==> config.mk <==
export PLATFORM = sky130hd
export DESIGN_NAME = mii_frame_tx
export DESIGN_NICKNAME = d
export VERILOG_FILES = /design/src/rtl/mii_tx_pkg.sv /design/src/rtl/mii_tx_crc.sv /design/src/rtl/mii_tx_seq.sv /design/src/rtl/mii_tx_nib.sv /design/src/rtl/mii_frame_tx.sv
export SDC_FILE = /design/constraint.sdc
export NUM_CORES = 1
export LEC_CHECK = 0
export BUFFER_PORTS_ARGS = -buffer_cell sky130_fd_sc_hd__buf_4
export CAP_MARGIN = 30
export CORE_UTILIZATION = 63
export DETAILED_ROUTE_END_ITERATION = 8
export PLACE_DENSITY = 0.81
export SLEW_MARGIN = 20
export SYNTH_ARGS = -nofsm -noshare
export SYNTH_HDL_FRONTEND = slang
export SYNTH_SLANG_ARGS = --single-unit
==> constraint.sdc <==
create_clock -name clk_i -period 3.7 [get_ports clk_i]
set_input_delay 0.555 -clock clk_i [delete_from_list [all_inputs] [get_ports clk_i]]
set_output_delay 0.555 -clock clk_i [all_outputs]
set_load 0.02 [all_outputs]
==> src/rtl/mii_tx_pkg.sv <==
package mii_tx_pkg;

  typedef enum logic [2:0] {
    ST_IDLE,
    ST_PRE,
    ST_DATA,
    ST_PAD,
    ST_FCS,
    ST_GAP
  } tx_state_e;

  localparam logic [31:0] CRC_POLY_REFL = 32'hEDB88320;
  localparam logic [7:0]  PRE_BYTE      = 8'h55;
  localparam logic [7:0]  SFD_BYTE      = 8'hD5;

  // one byte through the reflected CRC-32, bit 0 first
  function automatic logic [31:0] crc32_byte(input logic [31:0] crc, input logic [7:0] b);
    logic [31:0] c;
    c = crc ^ {24'h0, b};
    for (int i = 0; i < 8; i++) begin
      c = c[0] ? ((c >> 1) ^ CRC_POLY_REFL) : (c >> 1);
    end
    return c;
  endfunction

endpackage

==> src/rtl/mii_tx_crc.sv <==
module mii_tx_crc
  import mii_tx_pkg::*;
(
  input  logic        clk_i,
  input  logic        rst_ni,
  input  logic        init_i,
  input  logic        en_i,
  input  logic [7:0]  byte_i,
  output logic [31:0] crc_o
);

  logic [31:0] crc_q;

  always_ff @(posedge clk_i or negedge rst_ni) begin
    if (!rst_ni)     crc_q <= '1;
    else if (init_i) crc_q <= '1;
    else if (en_i)   crc_q <= crc32_byte(crc_q, byte_i);
  end

  assign crc_o = crc_q;

  AST_CRC_HELD: assert property (@(posedge clk_i) disable iff (!rst_ni)
    (!init_i && !en_i) |=> $stable(crc_o));

endmodule

==> src/rtl/mii_tx_seq.sv <==
module mii_tx_seq
  import mii_tx_pkg::*;
#(
  parameter int PRE_BYTES = 7,
  parameter int MIN_FRAME = 64,
  parameter int IFG       = 24,
  parameter int LEN_W     = 12
) (
  input  logic        clk_i,
  input  logic        rst_ni,
  input  logic [7:0]  s_data_i,
  input  logic        s_valid_i,
  input  logic        s_last_i,
  output logic        s_ready_o,
  input  logic [31:0] crc_i,
  output logic        crc_init_o,
  output logic        crc_en_o,
  output logic [7:0]  crc_byte_o,
  output logic [7:0]  byte_o,
  output logic        hi_o,
  output logic        active_o
);

  localparam int FCS_BYTES = 4;
  localparam int MIN_BODY  = MIN_FRAME - FCS_BYTES;
  localparam int PRE_W     = $clog2(PRE_BYTES + 1);
  localparam int GAP_W     = $clog2(IFG + 1);
  localparam logic [LEN_W-1:0] BODY_MAX = '1;

  tx_state_e        state_q;
  logic             ph_q;
  logic [PRE_W-1:0] pre_q;
  logic [LEN_W-1:0] body_q;
  logic             last_q;
  logic [1:0]       fidx_q;
  logic [GAP_W-1:0] gap_q;
  logic [GAP_W-1:0] low_run_q;
  logic [7:0]       byte_q;
  logic [31:0]      fcs_q;

  logic sfd_end, need_byte, take, end_data, body_end, short_body, pad_go, fcs_go;

  assign sfd_end    = (state_q == ST_PRE) && ph_q && (pre_q == PRE_W'(PRE_BYTES));
  assign need_byte  = sfd_end || ((state_q == ST_DATA) && ph_q && !last_q);
  assign take       = need_byte && s_valid_i;
  assign end_data   = (need_byte && !s_valid_i) || ((state_q == ST_DATA) && ph_q && last_q);
  assign body_end   = end_data || ((state_q == ST_PAD) && ph_q);
  assign short_body = body_q < LEN_W'(MIN_BODY);
  assign pad_go     = body_end && short_body;
  assign fcs_go     = body_end && !short_body;

  assign s_ready_o  = need_byte;
  assign crc_init_o = (state_q == ST_IDLE) && s_valid_i;
  assign crc_en_o   = take || pad_go;
  assign crc_byte_o = take ? s_data_i : 8'h00;
  assign active_o   = (state_q == ST_PRE) || (state_q == ST_DATA) ||
                      (state_q == ST_PAD) || (state_q == ST_FCS);
  assign byte_o     = byte_q;
  assign hi_o       = ph_q;

  always_ff @(posedge clk_i or negedge rst_ni) begin
    if (!rst_ni) begin
      state_q <= ST_IDLE;
      ph_q    <= 1'b0;
      pre_q   <= '0;
      body_q  <= '0;
      last_q  <= 1'b0;
      fidx_q  <= '0;
      gap_q   <= '0;
      byte_q  <= '0;
      fcs_q   <= '0;
    end else begin
      if (crc_en_o && body_q != BODY_MAX) body_q <= body_q + 1'b1;
      case (state_q)
        ST_IDLE: begin
          if (s_valid_i) begin
            state_q <= ST_PRE;
            ph_q    <= 1'b0;
            pre_q   <= '0;
            body_q  <= '0;
            last_q  <= 1'b0;
            byte_q  <= PRE_BYTE;
          end
        end
        ST_PRE, ST_DATA, ST_PAD: begin
          ph_q <= ~ph_q;
          if (ph_q) begin
            if (state_q == ST_PRE && pre_q != PRE_W'(PRE_BYTES)) begin
              pre_q  <= pre_q + 1'b1;
              byte_q <= (pre_q == PRE_W'(PRE_BYTES - 1)) ? SFD_BYTE : PRE_BYTE;
            end else if (take) begin
              state_q <= ST_DATA;
              byte_q  <= s_data_i;
              last_q  <= s_last_i;
            end else if (pad_go) begin
              state_q <= ST_PAD;
              byte_q  <= 8'h00;
            end else if (fcs_go) begin
              state_q <= ST_FCS;
              byte_q  <= ~crc_i[7:0];
              fcs_q   <= ~crc_i;
              fidx_q  <= '0;
            end
          end
        end
        ST_FCS: begin
          ph_q <= ~ph_q;
          if (ph_q) begin
            if (fidx_q == 2'd3) begin
              state_q <= ST_GAP;
              gap_q   <= '0;
            end else begin
              fidx_q <= fidx_q + 1'b1;
              fcs_q  <= fcs_q >> 8;
              byte_q <= fcs_q[15:8];
            end
          end
        end
        ST_GAP: begin
          if (gap_q == GAP_W'(IFG - 1)) state_q <= ST_IDLE;
          else                          gap_q   <= gap_q + 1'b1;
        end
        default: state_q <= ST_IDLE;
      endcase
    end
  end

  // low-time tracker for the gap assertion
  always_ff @(posedge clk_i or negedge rst_ni) begin
    if (!rst_ni)                        low_run_q <= GAP_W'(IFG);
    else if (active_o)                  low_run_q <= '0;
    else if (low_run_q != GAP_W'(IFG))  low_run_q <= low_run_q + 1'b1;
  end

  AST_READY_IN_FRAME: assert property (@(posedge clk_i) disable iff (!rst_ni)
    s_ready_o |-> (active_o && hi_o));
  AST_START_PREAMBLE: assert property (@(posedge clk_i) disable iff (!rst_ni)
    $rose(active_o) |-> (byte_o == PRE_BYTE && !hi_o));
  AST_SFD_BEFORE_DATA: assert property (@(posedge clk_i) disable iff (!rst_ni)
    $rose(state_q == ST_DATA) |-> ($past(pre_q) == PRE_W'(PRE_BYTES)));
  AST_PAD_MIN: assert property (@(posedge clk_i) disable iff (!rst_ni)
    $rose(state_q == ST_FCS) |-> (body_q >= LEN_W'(MIN_BODY)));
  AST_END_AFTER_FCS: assert property (@(posedge clk_i) disable iff (!rst_ni)
    $fell(active_o) |-> ($past(state_q) == ST_FCS && $past(fidx_q) == 2'd3));
  AST_GAP_MIN: assert property (@(posedge clk_i) disable iff (!rst_ni)
    $rose(active_o) |-> (low_run_q >= GAP_W'(IFG)));

endmodule

==> src/rtl/mii_tx_nib.sv <==
module mii_tx_nib (
  input  logic [7:0] byte_i,
  input  logic       hi_i,
  input  logic       en_i,
  output logic [3:0] txd_o,
  output logic       tx_en_o
);

  always_comb begin
    txd_o = 4'h0;
    if (en_i) txd_o = hi_i ? byte_i[7:4] : byte_i[3:0];
  end

  assign tx_en_o = en_i;

endmodule

==> src/rtl/mii_frame_tx.sv <==
module mii_frame_tx #(
  parameter int PRE_BYTES = 7,
  parameter int MIN_FRAME = 64,
  parameter int IFG       = 24,
  parameter int LEN_W     = 12
) (
  input  logic       clk_i,
  input  logic       rst_ni,
  input  logic [7:0] s_data_i,
  input  logic       s_valid_i,
  input  logic       s_last_i,
  output logic       s_ready_o,
  output logic [3:0] txd_o,
  output logic       tx_en_o
);

  logic [31:0] crc;
  logic        crc_init, crc_en;
  logic [7:0]  crc_byte, cur_byte;
  logic        hi, active;

  mii_tx_seq #(
    .PRE_BYTES(PRE_BYTES),
    .MIN_FRAME(MIN_FRAME),
    .IFG      (IFG),
    .LEN_W    (LEN_W)
  ) u_seq (
    .clk_i     (clk_i),
    .rst_ni    (rst_ni),
    .s_data_i  (s_data_i),
    .s_valid_i (s_valid_i),
    .s_last_i  (s_last_i),
    .s_ready_o (s_ready_o),
    .crc_i     (crc),
    .crc_init_o(crc_init),
    .crc_en_o  (crc_en),
    .crc_byte_o(crc_byte),
    .byte_o    (cur_byte),
    .hi_o      (hi),
    .active_o  (active)
  );

  mii_tx_crc u_crc (
    .clk_i (clk_i),
    .rst_ni(rst_ni),
    .init_i(crc_init),
    .en_i  (crc_en),
    .byte_i(crc_byte),
    .crc_o (crc)
  );

  mii_tx_nib u_nib (
    .byte_i (cur_byte),
    .hi_i   (hi),
    .en_i   (active),
    .txd_o  (txd_o),
    .tx_en_o(tx_en_o)
  );

  AST_QUIET_IDLE: assert property (@(posedge clk_i) disable iff (!rst_ni)
    !tx_en_o |-> (txd_o == 4'h0 && !s_ready_o));

endmodule

==> out/results.ini <==
[synth]
synth_area_per_cell_um2=9.09
synth_warnings=0
ys.flop_type=dfrtp_1
synth_top_area_share_pct=27.2
synth_cell_type_count=50
synth-seq-area-share_pct=42.7
syn_inst=597
synthArstFlopShare_pct=100
synth_area_leaders=dfrtp_1 27%, dfstp_2 16%, xnor2_1 11%
mappedNetlistNets=615
synth_top_area_cell=dfrtp_1
synth_area_um2=5420
synth_edf_count=0
synth_seq_cells=91

[power_and_ir_drop]
sw_frac_of_total_pct=38.2
max-vdd-ir-drop_mv=0.898
power.leakage_nw=2.42
p_sw_mw=1.97
pwr-share-clk_pct=14.0
pwr-share-comb_pct=53.0
p_int_mw=3.18
cellPowerDensity_nw_per_um2=881
seq_power_share_pct=33.1

[placed_design]
portBuffers=17
dp_cells=689
place_congestion=0.927
place_hpwl_um=8730
dpl_worst_slack_ps=808

[die]
core_um2=8260
initial_core_util_pct=65.7
die_area_um2=8980
fp.dieW_um=94.8
io_pins=18
std_cell_rows=33
die-height_um=94.8

[cts]
path_clk_slew_ps=90
tritoncts=done
clock_latency_ps=370
ctsLongestPathBuffers=2
cts_hold_buf=0
cts_buffers=9
clock_sinks=91
cts_resized=0
post_cts_buffers=0
cts_max_level=3
clock_tree.root_cell=clkbuf_8

[route]
ant_nets=0
met1_length_um=5670
drc=0
wl_per_cell_um=17.5
wl_um=12300
wl_met3_um=722
dr_wl_met2_um=5780
top_layer=met4
avgViaCountPerCell=6.13
vias=4329
first_pass_iters=5
drtIter0Drc=486

[setup_path]
worstPathCellList=or4_1, a2111o_1, a211oi_4, o21ai_0, a22oi_1, o21ai_0
path_buf_inv=0
crit_fanout=20
start_kind=flip-flop
endpoint_kind=flip-flop
crit_required_ps=3960
slowest_stage=a211oi_4
arrival_ps=3180
path_common_cell=o21ai_0
worstSetupPathType=reg -> reg
slowest_delay_ps=750
reg2reg_slack_ps=780
crit_family=compound AO/OA/AOI/OAI gates

[timing]
whs_ps=63.9
hold_viol=0
fmax_mhz=342
fin_ws_ps=775
final-setup-viol-count=0
period_share_pct=79.0
period_needed_ps=2920
rsz0062_at_grt=no
slew_viol_final=0
relSlewSlack_pct=45.5
fin_worst_skew_ps=4.51
finalSetupTns_ps=0
worst_slew_pin_slew_ps=815

[grt]
grtUsageTotal_pct=30.0
antenna_found_initial=0
grt_pass1_vias=3987
globalRouteOverflowTotal=0
grt_pass1_wl_um=20300
grt_max_degree=44

[cells_and_area]
nets=614
drive_gt1_share_pct=14.0
final_cells=706
n_antenna_cell=0
area_growth_pct=7.73
final_util_pct=70.8

[run_status]
status=complete, no violations

[worst_hold_path]
hp-class=in -> async

[flow_run]
maxCapViolCount=0

path summary, 6_finish.rpt:
path | startpoint | to | cells past startpoint
max | u_seq.body_q[11] | u_seq.byte_o[5] | 6
max in group asynchronous | rst_ni | u_crc.crc_o[6] | 2
min reg2reg | u_seq.byte_o[6] | u_seq.byte_o[6] | 2
min in group clk_i | s_last_i | u_seq.last_q | 3
min | rst_ni | u_seq.gap_q[4] | 1
max reg2reg | u_seq.body_q[11] | u_seq.byte_o[5] | 6
synth_stat cells (2+ instances only):
library cell / count
nand4_1: 6
buf_1: 3
and2_1: 2
mux2i_1: 8
nand3_1: 15
nand3b_1: 4
nor3b_1: 2
a22oi_1: 5
clkbuf_1: 33
xnor2_1: 71
ha_1: 6
a21o_1: 2
a21oi_1: 44
xor2_1: 37
dfstp_2: 32
and3b_1: 2
buf_2: 3
nand2_1: 57
o21a_1: 2
o21ai_0: 66
xnor3_1: 5
inv_1: 7
nor2_1: 60
and3_1: 4
o211ai_1: 9
dfrtp_1: 59
nor3_1: 20
o31a_1: 3
a211oi_1: 7
or3_1: 3
registers in the layout (all words and copies together) (netlist names):
name / cells
u_crc.crc_o: 32
u_seq.fcs_q: 24
u_seq.body_q: 12
u_seq.byte_o: 8
u_seq.gap_q: 5
u_seq.pre_q: 3
u_seq.state_q: 3
u_seq.fidx_q: 2
u_seq.hi_o: 1
u_seq.last_q: 1
stage by stage:
step	power (mW)	instance area, um^2
2_1_floorplan	3.82	5420
3_3_place_gp	4.28	5620
3_5_place_dp	4.37	5620
4_1_cts	5.12	5830
5_1_grt	5.44	5840
6_report	5.15	5840
cell type report:
class / instances / area, um^2
clock buffer: 11 / 151
clock inverter: 5 / 60.1
fill: 648 / 2410
inverter: 7 / 26.3
multi-input combinational: 460 / 2950
sequential: 91 / 2320
tap: 105 / 131
timing repair buffer: 27 / 210
logic make-up (layout without fill, tap and decap cells):
group                    count (synthesis)  count (layout)  share of synthesized area, %
multiplexers                             9               9                          1.68
AO/OA/AOI/OAI                          148             148                          15.9
adder cells (fa/ha/maj)                  6               6                          1.38
buffers and inverters                   46              50                          3.25
flip-flops                              91              91                          42.7
XOR/XNOR                               113             113                          19.5
AND/OR/NAND/NOR                        184             184                          15.5
power by group through the flow:
stage / logic, mW / clock network, mW / registers [mW]
3_5_place_dp: 2.67 / 0 / 1.70
3_3_place_gp: 2.58 / 0 / 1.70
2_1_floorplan: 2.27 / 0 / 1.55
4_1_cts: 2.71 / 0.723 / 1.69
5_1_grt: 2.96 / 0.760 / 1.72
6_report: 2.73 / 0.719 / 1.70
cells in the final DEF, fill, tap and decap left out, types with 2 or more instances in the layout:
master    count
a211oi_1      6
a21o_1        2
a21oi_1      44
a22oi_1       5
and2_1        3
and3_1        4
and3b_1       2
buf_4        26
clkbuf_8     11
dfrtp_1      59
dfstp_2      32
ha_1          6
inv_1         7
mux2i_1       8
nand2_1      57
nand3_1      15
nand3b_1      4
nand4_1       6
nor2_1       60
nor3_1       20
nor3b_1       2
o211ai_1      9
o21a_1        2
o21ai_0      66
o31a_1        3
or3_1         3
xnor2_1      71
xnor3_1       5
xor2_1       37
metal layers:
layer	global-route usage (%)	up-vias
met2	45.1	149
met3	5.15	19
met5	0	-
met1	44.4	2116
met4	9.09	0
li1	-	2045
Power figures use the tool's default switching activity.
